==> config.mk <==
export PLATFORM = sky130hd
export DESIGN_NAME = burst_colgen
export DESIGN_NICKNAME = d
export VERILOG_FILES = /design/src/rtl/burst_colgen_pkg.sv /design/src/rtl/burst_mode_dec.sv /design/src/rtl/burst_ctl.sv /design/src/rtl/burst_addr_gen.sv /design/src/rtl/burst_colgen.sv
export SDC_FILE = /design/constraint.sdc
export NUM_CORES = 1
export LEC_CHECK = 0
export BUFFER_PORTS_ARGS = -buffer_cell sky130_fd_sc_hd__buf_2
export CAP_MARGIN = 25
export CORE_MARGIN = 4
export CORE_UTILIZATION = 55
export DETAILED_ROUTE_END_ITERATION = 8
export PLACE_DENSITY = 0.89
export SYNTH_ARGS = -nofsm -noshare
export SYNTH_HDL_FRONTEND = slang
export SYNTH_SLANG_ARGS = --single-unit
==> constraint.sdc <==
create_clock -name clk -period 2.48 [get_ports clk]
set_clock_uncertainty 0.15 [all_clocks]
set_input_delay 0.372 -clock clk [delete_from_list [all_inputs] [get_ports clk]]
set_output_delay 0.372 -clock clk [all_outputs]
set_load 0.01 [all_outputs]
==> src/rtl/burst_colgen_pkg.sv <==
package burst_colgen_pkg;
  typedef enum logic {
    ORD_SEQ = 1'b0,
    ORD_ILV = 1'b1
  } wrap_order_t;

  localparam int unsigned DEF_COL_W   = 9;
  localparam int unsigned DEF_BANK_W  = 2;
  localparam int unsigned DEF_CODE_W  = 3;
  localparam int unsigned DEF_MAX_POW = 3;
endpackage

==> src/rtl/burst_mode_dec.sv <==
module burst_mode_dec
  import burst_colgen_pkg::*;
#(
  parameter int unsigned COL_W     = DEF_COL_W,
  parameter int unsigned CODE_W    = DEF_CODE_W,
  parameter int unsigned MAX_POW   = DEF_MAX_POW,
  parameter logic [CODE_W-1:0] FULL_CODE = '1
) (
  input  logic [CODE_W-1:0] code,
  input  wrap_order_t       order,
  output logic              legal,
  output logic              full,
  output logic [COL_W-1:0]  mask
);
  localparam logic [CODE_W-1:0] MAX_CODE = CODE_W'(MAX_POW);

  function automatic logic [COL_W-1:0] len_mask(input logic [CODE_W-1:0] c,
                                                input logic fp);
    logic [COL_W-1:0] m;
    for (int i = 0; i < int'(COL_W); i++) begin
      m[i] = fp || (i < int'(c));
    end
    return m;
  endfunction

  always_comb begin
    full  = (code == FULL_CODE);
    legal = (code <= MAX_CODE) || (full && order == ORD_SEQ);
    mask  = len_mask(code, full);
  end
endmodule

==> src/rtl/burst_ctl.sv <==
module burst_ctl
  import burst_colgen_pkg::*;
#(
  parameter int unsigned COL_W  = DEF_COL_W,
  parameter int unsigned BANK_W = DEF_BANK_W
) (
  input  logic              clk,
  input  logic              rst_n,
  input  logic              load,
  input  logic              term,
  input  logic [COL_W-1:0]  ld_base,
  input  logic [BANK_W-1:0] ld_bank,
  input  logic [COL_W-1:0]  ld_mask,
  input  wrap_order_t       ld_order,
  input  logic              ld_full,
  output logic              active,
  output logic [COL_W-1:0]  cnt,
  output logic [COL_W-1:0]  base,
  output logic [BANK_W-1:0] bank,
  output logic [COL_W-1:0]  mask,
  output wrap_order_t       order,
  output logic              full,
  output logic              at_end,
  output logic              stop
);
  always_comb begin
    at_end = active && !full && (cnt == mask);
    stop   = active && !load && (term || at_end);
  end

  always_ff @(posedge clk) begin
    if (!rst_n) begin
      active <= 1'b0;
      cnt    <= '0;
      base   <= '0;
      bank   <= '0;
      mask   <= '0;
      order  <= ORD_SEQ;
      full   <= 1'b0;
    end else if (load) begin
      active <= 1'b1;
      cnt    <= '0;
      base   <= ld_base;
      bank   <= ld_bank;
      mask   <= ld_mask;
      order  <= ld_order;
      full   <= ld_full;
    end else if (stop) begin
      active <= 1'b0;
      cnt    <= '0;
    end else if (active) begin
      cnt    <= cnt + 1'b1;
    end
  end
endmodule

==> src/rtl/burst_addr_gen.sv <==
module burst_addr_gen
  import burst_colgen_pkg::*;
#(
  parameter int unsigned COL_W = DEF_COL_W
) (
  input  logic [COL_W-1:0] base,
  input  logic [COL_W-1:0] cnt,
  input  logic [COL_W-1:0] mask,
  input  wrap_order_t      order,
  output logic [COL_W-1:0] col
);
  function automatic logic [COL_W-1:0] seq_col(input logic [COL_W-1:0] b,
                                               input logic [COL_W-1:0] n,
                                               input logic [COL_W-1:0] m);
    logic [COL_W-1:0] sum;
    sum = b + n;
    return (b & ~m) | (sum & m);
  endfunction

  function automatic logic [COL_W-1:0] ilv_col(input logic [COL_W-1:0] b,
                                               input logic [COL_W-1:0] n,
                                               input logic [COL_W-1:0] m);
    return b ^ (n & m);
  endfunction

  always_comb begin
    if (order == ORD_ILV) col = ilv_col(base, cnt, mask);
    else                  col = seq_col(base, cnt, mask);
  end
endmodule

==> src/rtl/burst_colgen.sv <==
module burst_colgen
  import burst_colgen_pkg::*;
#(
  parameter int unsigned COL_W   = DEF_COL_W,
  parameter int unsigned BANK_W  = DEF_BANK_W,
  parameter int unsigned CODE_W  = DEF_CODE_W,
  parameter int unsigned MAX_POW = DEF_MAX_POW
) (
  input  logic              clk,
  input  logic              rst_n,
  input  logic [CODE_W-1:0] cfg_len,
  input  logic              cfg_ilv,
  input  logic              start,
  input  logic [COL_W-1:0]  start_col,
  input  logic [BANK_W-1:0] start_bank,
  input  logic              term,
  output logic              out_valid,
  output logic              out_last,
  output logic [COL_W-1:0]  out_col,
  output logic [BANK_W-1:0] out_bank,
  output logic              mode_bad
);
  localparam logic [CODE_W-1:0] FULL_CODE = '1;

  wrap_order_t      cfg_order;
  logic             dec_legal;
  logic             dec_full;
  logic [COL_W-1:0] dec_mask;

  logic             ev_load;
  logic             ev_drop;
  logic             ev_end;
  logic             ev_stop;

  logic             burst_active;
  logic [COL_W-1:0] burst_cnt;
  logic [COL_W-1:0] burst_base;
  logic [COL_W-1:0] burst_mask;
  wrap_order_t      burst_order;
  logic             burst_full;

  assign cfg_order = wrap_order_t'(cfg_ilv);

  burst_mode_dec #(
    .COL_W(COL_W), .CODE_W(CODE_W), .MAX_POW(MAX_POW), .FULL_CODE(FULL_CODE)
  ) u_dec (
    .code  (cfg_len),
    .order (cfg_order),
    .legal (dec_legal),
    .full  (dec_full),
    .mask  (dec_mask)
  );

  assign ev_load = start && dec_legal;
  assign ev_drop = start && !dec_legal;

  burst_ctl #(.COL_W(COL_W), .BANK_W(BANK_W)) u_ctl (
    .clk      (clk),
    .rst_n    (rst_n),
    .load     (ev_load),
    .term     (term),
    .ld_base  (start_col),
    .ld_bank  (start_bank),
    .ld_mask  (dec_mask),
    .ld_order (cfg_order),
    .ld_full  (dec_full),
    .active   (burst_active),
    .cnt      (burst_cnt),
    .base     (burst_base),
    .bank     (out_bank),
    .mask     (burst_mask),
    .order    (burst_order),
    .full     (burst_full),
    .at_end   (ev_end),
    .stop     (ev_stop)
  );

  burst_addr_gen #(.COL_W(COL_W)) u_addr (
    .base  (burst_base),
    .cnt   (burst_cnt),
    .mask  (burst_mask),
    .order (burst_order),
    .col   (out_col)
  );

  assign out_valid = burst_active;
  assign out_last  = ev_end;
  assign mode_bad  = !dec_legal;
endmodule

==> metrics.json, run 1 <==
{
  "clock_insertion_delay_worst_skew_ns": 0.34,
  "setup_viol": 7,
  "clock_tree.buffer_depth": 2,
  "drc_errors": 0,
  "final.fill_count": 236,
  "worstPathMaxFanout": 2,
  "synth-warning-count": 0,
  "critPathKind": "flip-flop to primary output",
  "critical_path.max_stage_delay_ns": 0.39,
  "critical_path.top_delay_family": "adder cells",
  "synthDominantCellAreaShare": 0.3198,
  "io_buffer_count": 32,
  "worstMarginPinSlew_ns": 0.3706,
  "stdcell_count": 321,
  "grt_overflow_total": 0,
  "mean_routed_wirelength_per_cell_um": 15.94,
  "place_inst": 308,
  "layout_worst_path_cycle_share": 1.132,
  "multi_input_gate_area_um2": 1297,
  "run_status": "finished, violations left",
  "diodes": 0,
  "rsz_0062_raised_after_global_routing": "yes",
  "grt_first_pass_wirelength_mm": 7.962,
  "effective_utilization_at_floorplan": 0.5956,
  "syn-num-nets": 264,
  "p_leak_nw": 1.077,
  "setup_tns_ns": -1.428,
  "cts_root_buffer": "sky130_fd_sc_hd__clkbuf_4",
  "num_vias": 1821,
  "std_cell_rows": 20,
  "drt_pass1_iterations": 4,
  "area_growth_pct": 24.85,
  "cp_buf_inv_count": 2,
  "cp_cell_sequence": "ha_4 -> inv_2 -> fa_2 -> nand2b_4 -> a211oi_4 -> nor3_2 -> o31ai_2 -> xor2_1 -> buf_2",
  "cts_hold_buf": 0,
  "total_power_w": 0.001001,
  "grt_pass1_vias": 1741,
  "die_h_um": 66.44,
  "power_density_nw_per_um2": 426.9,
  "fmaxAchievable_ghz": 0.3563,
  "post-route-util": 0.7437,
  "post_drt_via_cell_ratio": 5.673,
  "synthesis.instances": 226,
  "synth.cell_area_um2": 1878,
  "place.gp.congestion": 0.9608,
  "worstPathRequired_ns": 1.96,
  "synthTopCellsByArea": "sky130_fd_sc_hd__dfxtp_1 (32%), sky130_fd_sc_hd__ha_1 (12%), sky130_fd_sc_hd__nand2_1 (7.6%)",
  "timing.critical_path.slowest_stage_cell": "sky130_fd_sc_hd__dfxtp_2",
  "critical_path.endpoint_type": "primary output",
  "timing.final.crit_period_ns": 2.806,
  "setup_slack_ns": -0.3264,
  "setup.worst_path.start_class": "flip-flop",
  "slew_violations": 0,
  "irDropWorstVdd_v": 0.0004929,
  "syn-mean-instance-area_um2": 8.310,
  "floorplan.die_area_um2": 4414,
  "grt_start_max_net_pins": 23,
  "timing.final.hold_violations": 0,
  "timing.max_cap.violations": 0,
  "drt_iter0_drc": 129,
  "timing.max_slew.rel_slack": 0.7520,
  "die_w_um": 66.44,
  "drive_above_1_share": 0.2671,
  "ant_nets": 0,
  "hpwl_mm": 3.465,
  "core_um2": 3153,
  "synth.largest_area_cell": "sky130_fd_sc_hd__dfxtp_1",
  "min-delay-path-class": "primary input to flip-flop",
  "final_nets": 314,
  "number_of_antenna_violations_at_the_first_check_in_global_routing": 0,
  "gr-usage-all-layers": 0.2404,
  "tritoncts.num_buffers": 5,
  "area.sequential_um2": 603.1,
  "failed_checks": "negative setup slack",
  "seq_area_frac_synth": 0.3198,
  "place_ws_ns": -0.03533,
  "synth_cell_type_count": 39,
  "cp.arrival_ns": 2.28,
  "detail_route.wirelength_mm": 5.118,
  "synth-seq-cells": 30,
  "cts.sinks": 30,
  "floorplan.io_pins": 33,
  "tritoncts_clock_tree": "built",
  "cts_htree_levels": 2,
  "clkTransAtPathRegs_ns": 0.10
}
## final timing paths
path	slack, ns	from	cells after the start	endpoint
max	-0.33	u_ctl.base[0]$_SDFFE_PN0P_	9	out_col[8]
min	0.12	start_bank[0]	3	u_ctl.bank[0]$_SDFFE_PN0P_
max reg2reg	0.38	u_ctl.cnt[1]$_SDFFE_PP0P_	7	u_ctl.cnt[0]$_SDFFE_PP0P_
min reg2reg	0.32	u_ctl.bank[0]$_SDFFE_PN0P_	2	u_ctl.bank[0]$_SDFFE_PN0P_
## cell families after synthesis
kind of cell	Yosys count	synth area share
AO/OA/AOI/OAI	54	0.1992
multiplexers	2	0.01066
flip-flops	30	0.3198
adder cells (fa/ha/maj)	19	0.1306
AND/OR/NAND/NOR	87	0.2152
XOR/XNOR	20	0.09327
buffers and inverters	14	0.03131
## power by group
group / internal (W) / switching [W]
Clock: 0.000137 / 0.000176
Combinational: 0.0000768 / 0.0000924
Sequential: 0.000499 / 0.0000201
## cell type report
type | count | share of cell area
Inverter | 6 | 0.009605
Clock buffer | 7 | 0.02348
Timing Repair Buffer | 51 | 0.1307
Tap cell | 44 | 0.02348
Clock inverter | 1 | 0.002134
Sequential cell | 30 | 0.2572
Multi-Input combinational cell | 182 | 0.5534
## metal layers
| layer | wire [um] | vias to the layer above | GRT usage |
|---|---|---|---|
| met5 | 0 | - | 0 |
| li1 | - | 893 | - |
| met2 | 2580 | 60 | 0.4349 |
| met3 | 288 | 12 | 0.04422 |
| met4 | 111 | 0 | 0.08629 |
| met1 | 2137 | 856 | 0.2779 |
## cell usage in the layout, fill, tap and decap left out, drive strengths merged, types with 2 or more instances in the layout
cell type / n
buf: 51
nand2: 38
dfxtp: 30
nor2: 18
ha: 18
a21boi: 16
xor2: 12
a21oi: 11
xnor2: 8
clkbuf: 7
nor2b: 6
inv: 6
o21ai: 6
nand3: 5
nand2b: 5
nor3b: 4
nand4: 4
a211oi: 4
a21o: 3
o21a: 3
o31ai: 3
mux2i: 2
a22oi: 2
nor3: 2
## state kept, by name, summed over array words and instances (netlist names)
register,cells
u_ctl.base,9
u_ctl.cnt,9
u_ctl.mask,7
u_ctl.bank,2
u_ctl.active,1
u_ctl.full,1
u_ctl.order,1
## timing repair
action	in CTS	in global routing
gates resized for setup	14	7
buffers inserted	3	3
pin swaps	10	9
gates cloned	0	0
setup endpoints to repair	7	7
## cells in the mapped netlist (all sizes together)
library cell,count
a211oi,4
nand3,5
a2bb2oi,1
xor2,12
o221a,1
o31ai,3
nor3,2
inv,6
nor4b,1
ha,18
a22oi,2
a31o,1
a21oi,11
nand3b,1
and2,1
clkbuf,5
a311oi,1
a21boi,16
fa,1
a21o,3
o21ai,6
mux2i,2
and3,1
buf,3
nand4,4
xnor2,8
nor2,18
a31oi,1
o21a,3
dfxtp,30
nor3b,4
nand2b,5
o211ai,1
nor4,1
nor2b,6
nand2,38
## metrics by stage
| step | hold slack [ns] | cell area [um2] |
|---|---|---|
| after floorplan | 0.3053 | 1878 |
| after global placement | 0.2966 | 2162 |
| after detailed placement | 0.3104 | 2162 |
| after CTS | 0.1106 | 2302 |
| after global routing | 0.1255 | 2345 |
| final | 0.1169 | 2345 |
## tightest hold or removal path, delay by kind of cell
family / cells / cell delay, ns
buffers and inverters: 1 / 0.09
and+or+nand+nor: 1 / 0.04
AOI/OAI and AO/OA: 1 / 0.06
(Power assumes the default switching activity.)
==> run 2: changes to the inputs <==
--- a/config.mk
+++ b/config.mk
@@ -9,6 +9,7 @@
 export CAP_MARGIN = 25
 export CORE_MARGIN = 4
 export CORE_UTILIZATION = 55
+export CTS_BUF_LIST = sky130_fd_sc_hd__clkbuf_2
 export DETAILED_ROUTE_END_ITERATION = 8
 export PLACE_DENSITY = 0.89
 export SYNTH_ARGS = -nofsm -noshare
==> run 2 against run 1 <==
Effect of this change:
- the flow still finishes with violations (negative setup slack)
- wire length down 4.5%
- cell count down 0.62%
- first-iteration DRC count grew 7.8%
- largest cell class unchanged
- highest routed layer unchanged
==> metrics.json, run 2 (same netlist as run 1, synthesis figures left out) <==
{
  "run_status": "finished, violations left",
  "failed_checks": "negative setup slack",
  "grt_start_max_net_pins": 23,
  "timing.final.hold_violations": 0,
  "std_cell_rows": 20,
  "cp_cell_sequence": "ha_4 -> inv_2 -> fa_2 -> nand2b_4 -> a211oi_2 -> nor3_1 -> o31ai_2 -> xor2_1 -> buf_2",
  "reg2regPathDepth": 7,
  "core_um2": 3153,
  "timing.max_slew.rel_slack": 0.7628,
  "clock_insertion_delay_worst_skew_ns": 0.38,
  "timing.max_cap.violations": 0,
  "p_leak_nw": 1.058,
  "gr-usage-all-layers": 0.2460,
  "worstMarginPinSlew_ns": 0.3548,
  "fmaxAchievable_ghz": 0.3617,
  "cts_htree_levels": 2,
  "ant_nets": 0,
  "stdcell_count": 319,
  "final.fill_count": 245,
  "layout_commonest_cell": "sky130_fd_sc_hd__nand2_1",
  "floorplan.die_area_um2": 4414,
  "clock_tree.buffer_depth": 2,
  "detail_route.wirelength_mm": 4.886,
  "setup.worst_path.start_class": "flip-flop",
  "biggestRegsByFlops": "u_ctl.base x9, u_ctl.cnt x9, u_ctl.mask x7",
  "critical_path.endpoint_type": "primary output",
  "floorplan.io_pins": 33,
  "tritoncts.num_buffers": 5,
  "drive_above_1_share": 0.2655,
  "critical_path.max_stage_delay_ns": 0.38,
  "worstPathMaxFanout": 3,
  "worstPathRequired_ns": 1.96,
  "rsz_0062_raised_after_global_routing": "yes",
  "clkTransAtPathRegs_ns": 0.15,
  "post_drt_via_cell_ratio": 5.665,
  "total_power_w": 0.0009261,
  "rr_startpoint": "u_ctl.cnt[0]$_SDFFE_PP0P_",
  "grt_first_pass_wirelength_mm": 8.059,
  "tritoncts_clock_tree": "built",
  "power_density_nw_per_um2": 400.9,
  "place_inst": 308,
  "most-common-layout-cells": "sky130_fd_sc_hd__nand2_1 (38), sky130_fd_sc_hd__buf_2 (32), sky130_fd_sc_hd__dfxtp_1 (28), sky130_fd_sc_hd__nor2_1 (17)",
  "critical_path.reg2reg.endpoint": "u_ctl.cnt[0]$_SDFFE_PP0P_",
  "slew_violations": 0,
  "die_w_um": 66.44,
  "cp.arrival_ns": 2.24,
  "timing.final.crit_period_ns": 2.765,
  "drt_pass1_iterations": 5,
  "irDropWorstVdd_v": 0.0003131,
  "grt_overflow_total": 0,
  "drt_iter0_drc": 139,
  "area_growth_pct": 22.98,
  "final_nets": 312,
  "cts.sinks": 30,
  "setup_slack_ns": -0.2848,
  "critPathLaunch": "u_ctl.base[0]$_SDFFE_PN0P_",
  "place.gp.congestion": 0.9608,
  "min-delay-path-class": "primary input to flip-flop",
  "drc_errors": 0,
  "mean_routed_wirelength_per_cell_um": 15.32,
  "place_ws_ns": -0.03533,
  "diodes": 0,
  "layout_worst_path_cycle_share": 1.115,
  "cts_root_buffer": "sky130_fd_sc_hd__clkbuf_2",
  "hpwl_mm": 3.465,
  "effective_utilization_at_floorplan": 0.5956,
  "grt_pass1_vias": 1768,
  "fin_worst_hold_slack_ns": 0.07077,
  "number_of_antenna_violations_at_the_first_check_in_global_routing": 0,
  "r2r_slack_ns": 0.35,
  "setup_viol": 7,
  "post-route-util": 0.7325,
  "critPathKind": "flip-flop to primary output",
  "cp-endpoint": "out_col[8]",
  "die_h_um": 66.44,
  "timing.critical_path.slowest_stage_cell": "sky130_fd_sc_hd__dfxtp_2",
  "cts_hold_buf": 0,
  "io_buffer_count": 32,
  "num_vias": 1807
}
## run 2: worst min-delay path by stage
stage	slack [ns]	depth (start not counted)	endpoint	startpoint
2_1_floorplan	0.31	2	u_ctl.base[8]$_SDFFE_PN0P_	u_ctl.base[8]$_SDFFE_PN0P_
5_1_grt	0.08	3	u_ctl.base[7]$_SDFFE_PN0P_	start_col[7]
3_3_place_gp	0.30	2	u_ctl.bank[1]$_SDFFE_PN0P_	u_ctl.bank[1]$_SDFFE_PN0P_
4_1_cts	0.06	3	u_ctl.bank[0]$_SDFFE_PN0P_	start_bank[0]
3_5_place_dp	0.31	2	u_ctl.bank[0]$_SDFFE_PN0P_	u_ctl.bank[0]$_SDFFE_PN0P_
6_report	0.07	3	u_ctl.bank[0]$_SDFFE_PN0P_	start_bank[0]
## run 2: per-stage QoR
stage	TNS (ns)	area, um2
floorplan	0	1878
global placement	0	2162
detailed placement	-0.03533	2162
CTS	-1.549	2272
global route	-1.949	2310
finish	-1.175	2310
## run 2: report_power, final
group	switching, W	total (W)	internal [W]
registers	0.0000198	0.000519	0.000499
logic	0.0000896	0.000168	0.0000781
clock network	0.000170	0.000239	0.0000691
total	0.000280	0.000926	0.000647
## run 2: final cells by class
type	count	area, um2	area share
Tap cell	44	55.05	0.02384
Clock inverter	2	8.758	0.003792
Clock buffer	6	30.03	0.01300
Timing Repair Buffer	49	291.5	0.1262
Sequential cell	30	603.1	0.2611
Multi-Input combinational cell	182	1299	0.5623
Inverter	6	22.52	0.009751
## run 2: layer usage
metal	wire length [um]	vias to the layer above	global-route usage	share of wire
met5	0	-	0	0
met1	1993	840	0.2727	0.41
met4	137	0	0.1218	0.028
li1	-	882	-	-
met2	2444	69	0.4473	0.50
met3	310	16	0.03912	0.063
## run 2: worst max-delay path: cells and delay by family, from the launching register on
family | cells | cell delay, ns
buffers and inverters | 2 | 0.17
adders and majority gates | 2 | 0.48
xor gates and xnor gates | 1 | 0.15
and+or+nand+nor | 2 | 0.26
DFF | 1 | 0.38
AOI/OAI and AO/OA | 2 | 0.42
## run 2: timing repair
item,CTS,global route
resized for setup,14,6
pin swaps,6,7
buffers inserted,2,1
setup endpoints to repair,7,8
==> run 3: changes to the inputs <==
--- a/config.mk
+++ b/config.mk
@@ -10,8 +10,10 @@
 export CORE_MARGIN = 4
 export CORE_UTILIZATION = 55
 export CTS_BUF_LIST = sky130_fd_sc_hd__clkbuf_2
+export CTS_CLUSTER_DIAMETER = 50
 export DETAILED_ROUTE_END_ITERATION = 8
 export PLACE_DENSITY = 0.89
+export RECOVER_POWER = 25
 export SYNTH_ARGS = -nofsm -noshare
 export SYNTH_HDL_FRONTEND = slang
 export SYNTH_SLANG_ARGS = --single-unit
==> constraint.sdc (replaced) <==
create_clock -name clk -period 2.48 [get_ports clk]
set_clock_uncertainty 0.15 [all_clocks]
set_input_delay 0.248 -clock clk [delete_from_list [all_inputs] [get_ports clk]]
set_output_delay 0.248 -clock clk [all_outputs]
set_load 0.01 [all_outputs]
==> run 3 against run 2 <==
Effect of this change:
- hold slack worse by 0.073 ns
- the flow finishes with violations (negative hold slack, negative setup slack)
- first-iteration DRC count is 7.9% lower
- clock power is 5% lower
- flip-flop and latch count stayed put
- critical endpoint unchanged
- sequential share of layout area is 1.5 points lower
- via count is 5.3% higher
- wire length is 17% higher
- worst setup slack worse by 0.13 ns
==> metrics.json, run 3 (same netlist as run 1, synthesis figures left out) <==
{
  "run_status": "finished, violations left",
  "failed_checks": "negative hold slack, negative setup slack",
  "place_inst": 304,
  "stdcell_count": 326,
  "worstPathRequired_ns": 2.08,
  "post_drt_via_cell_ratio": 5.834,
  "ant_nets": 0,
  "grt_pass1_vias": 1906,
  "worst_hold_startpoint": "start_col[6]",
  "drive_above_1_share": 0.2482,
  "cp_cell_sequence": "ha_4 -> inv_2 -> fa_2 -> nand2b_4 -> a211oi_2 -> nor3_1 -> o31ai_2 -> xor2_1 -> buf_2",
  "worstMarginPinSlew_ns": 0.6457,
  "grt_start_max_net_pins": 23,
  "critical_path.max_stage_delay_ns": 0.38,
  "critical_path.endpoint_type": "primary output",
  "mean_routed_wirelength_per_cell_um": 17.50,
  "drt_pass1_iterations": 5,
  "place_ws_ns": 0.08543,
  "layout_worst_path_cycle_share": 1.165,
  "slew_violations": 0,
  "io_buffer_count": 32,
  "fmaxAchievable_ghz": 0.3460,
  "critPathKind": "flip-flop to primary output",
  "rr_startpoint": "u_ctl.cnt[1]$_SDFFE_PP0P_",
  "die_h_um": 66.44,
  "irDropWorstVdd_v": 0.0003429,
  "hpwl_mm": 3.416,
  "setup.worst_path.start_class": "flip-flop",
  "floorplan.io_pins": 33,
  "p_leak_nw": 1.073,
  "grt_first_pass_wirelength_mm": 8.680,
  "clock_tree.buffer_depth": 2,
  "power_density_nw_per_um2": 379.9,
  "grt_overflow_total": 0,
  "effective_utilization_at_floorplan": 0.5956,
  "fin_worst_hold_slack_ns": -0.002643,
  "setup_slack_ns": -0.4100,
  "detail_route.wirelength_mm": 5.706,
  "layout_commonest_cell": "sky130_fd_sc_hd__nand2_1",
  "timing.max_cap.violations": 0,
  "final_nets": 321,
  "r2r_slack_ns": 0.30,
  "die_w_um": 66.44,
  "setup_viol": 5,
  "drc_errors": 0,
  "cts_htree_levels": 2,
  "worst_hold_path.endpoint": "u_ctl.base[6]$_SDFFE_PN0P_",
  "core_um2": 3153,
  "cts.sinks": 30,
  "place.gp.congestion": 0.9116,
  "rsz_0062_raised_after_global_routing": "yes",
  "total_power_w": 0.0009353,
  "timing.max_slew.rel_slack": 0.5695,
  "biggestRegsByFlops": "u_ctl.base x9, u_ctl.cnt x9, u_ctl.mask x7",
  "worstPathMaxFanout": 2,
  "most-common-layout-cells": "sky130_fd_sc_hd__nand2_1 (38), sky130_fd_sc_hd__buf_2 (29), sky130_fd_sc_hd__dfxtp_1 (25), sky130_fd_sc_hd__nor2_1 (17), sky130_fd_sc_hd__a21boi_0 (16)",
  "clock_insertion_delay_worst_skew_ns": 0.39,
  "reg2regPathDepth": 8,
  "worst_hold_path.num_cells": 3,
  "drt_iter0_drc": 128,
  "cp.arrival_ns": 2.49,
  "timing.final.hold_violations": 1,
  "timing.final.crit_period_ns": 2.890,
  "clkTransAtPathRegs_ns": 0.15,
  "std_cell_rows": 20,
  "num_vias": 1902,
  "number_of_antenna_violations_at_the_first_check_in_global_routing": 0,
  "tritoncts.num_buffers": 5,
  "gr-usage-all-layers": 0.2658,
  "cts_root_buffer": "sky130_fd_sc_hd__clkbuf_2",
  "diodes": 0,
  "min-delay-path-class": "primary input to flip-flop",
  "timing.critical_path.slowest_stage_cell": "sky130_fd_sc_hd__dfxtp_2",
  "area_growth_pct": 31.11,
  "floorplan.die_area_um2": 4414,
  "critPathLaunch": "u_ctl.base[0]$_SDFFE_PN0P_",
  "critical_path.reg2reg.endpoint": "u_ctl.cnt[0]$_SDFFE_PP0P_",
  "tritoncts_clock_tree": "built"
}
## run 3: worst max path at each step
| stage | end | slack (ns) | cells after the start |
|---|---|---|---|
| global placement | out_col[8] | 0.14 | 9 |
| detailed placement | out_col[8] | 0.09 | 9 |
| floorplan | out_col[8] | 0.14 | 8 |
| CTS | out_col[8] | -0.18 | 9 |
| finish | out_col[8] | -0.41 | 9 |
| global route | out_col[8] | -0.47 | 9 |
## run 3: power by group
group	internal (W)	switching [W]	total [W]	leakage, nW
registers	0.000499	0.0000208	0.000520	0.247
clock network	0.0000558	0.000172	0.000228	0.0223
logic	0.0000898	0.0000972	0.000187	0.804
total	0.000645	0.000290	0.000935	1.07
## run 3: timing repair
item | in CTS | in global routing
hold endpoints to repair | 11 | 0
hold buffers | 12 | 0
buffers inserted | 0 | 4
endpoints found under the setup margin | 6 | 6
pin swaps | 8 | 5
resized for setup | 19 | 12
## run 3: per-layer routing
metal,track usage,vias to the layer above,wire (um)
li1,-,898,-
met4,0.1320,0,320
met1,0.2860,895,2074
met5,0,-,0
met3,0.05952,28,387
met2,0.4808,81,2924
## run 3: cell type report
cell class | instances | area [um2]
sequential | 30 | 606.8
tap | 44 | 55.05
timing repair buffer | 58 | 394.1
fill | 220 | 690.7
clock inverter | 1 | 3.754
multi-input combinational | 182 | 1355
inverter | 6 | 22.52
clock buffer | 5 | 25.02
## run 3: metrics by stage
stage / TNS (ns) / util / cell area [um2]
after CTS: -0.2687 / 0.7480 / 2359
after global routing: -1.307 / 0.7810 / 2462
after detailed placement: 0 / 0.6762 / 2132
final: -0.8166 / 0.7810 / 2462
after global placement: 0 / 0.6762 / 2132
after floorplan: 0 / - / 1878
## run 3: critical path, delay by kind of cell (launching register included)
| kind | cells | cell delay [ns] |
|---|---|---|
| flops | 1 | 0.38 |
| xor+xnor | 1 | 0.17 |
| buf+inv | 2 | 0.18 |
| fa+ha+maj | 2 | 0.50 |
| compound gates | 2 | 0.57 |
| simple gates | 2 | 0.31 |
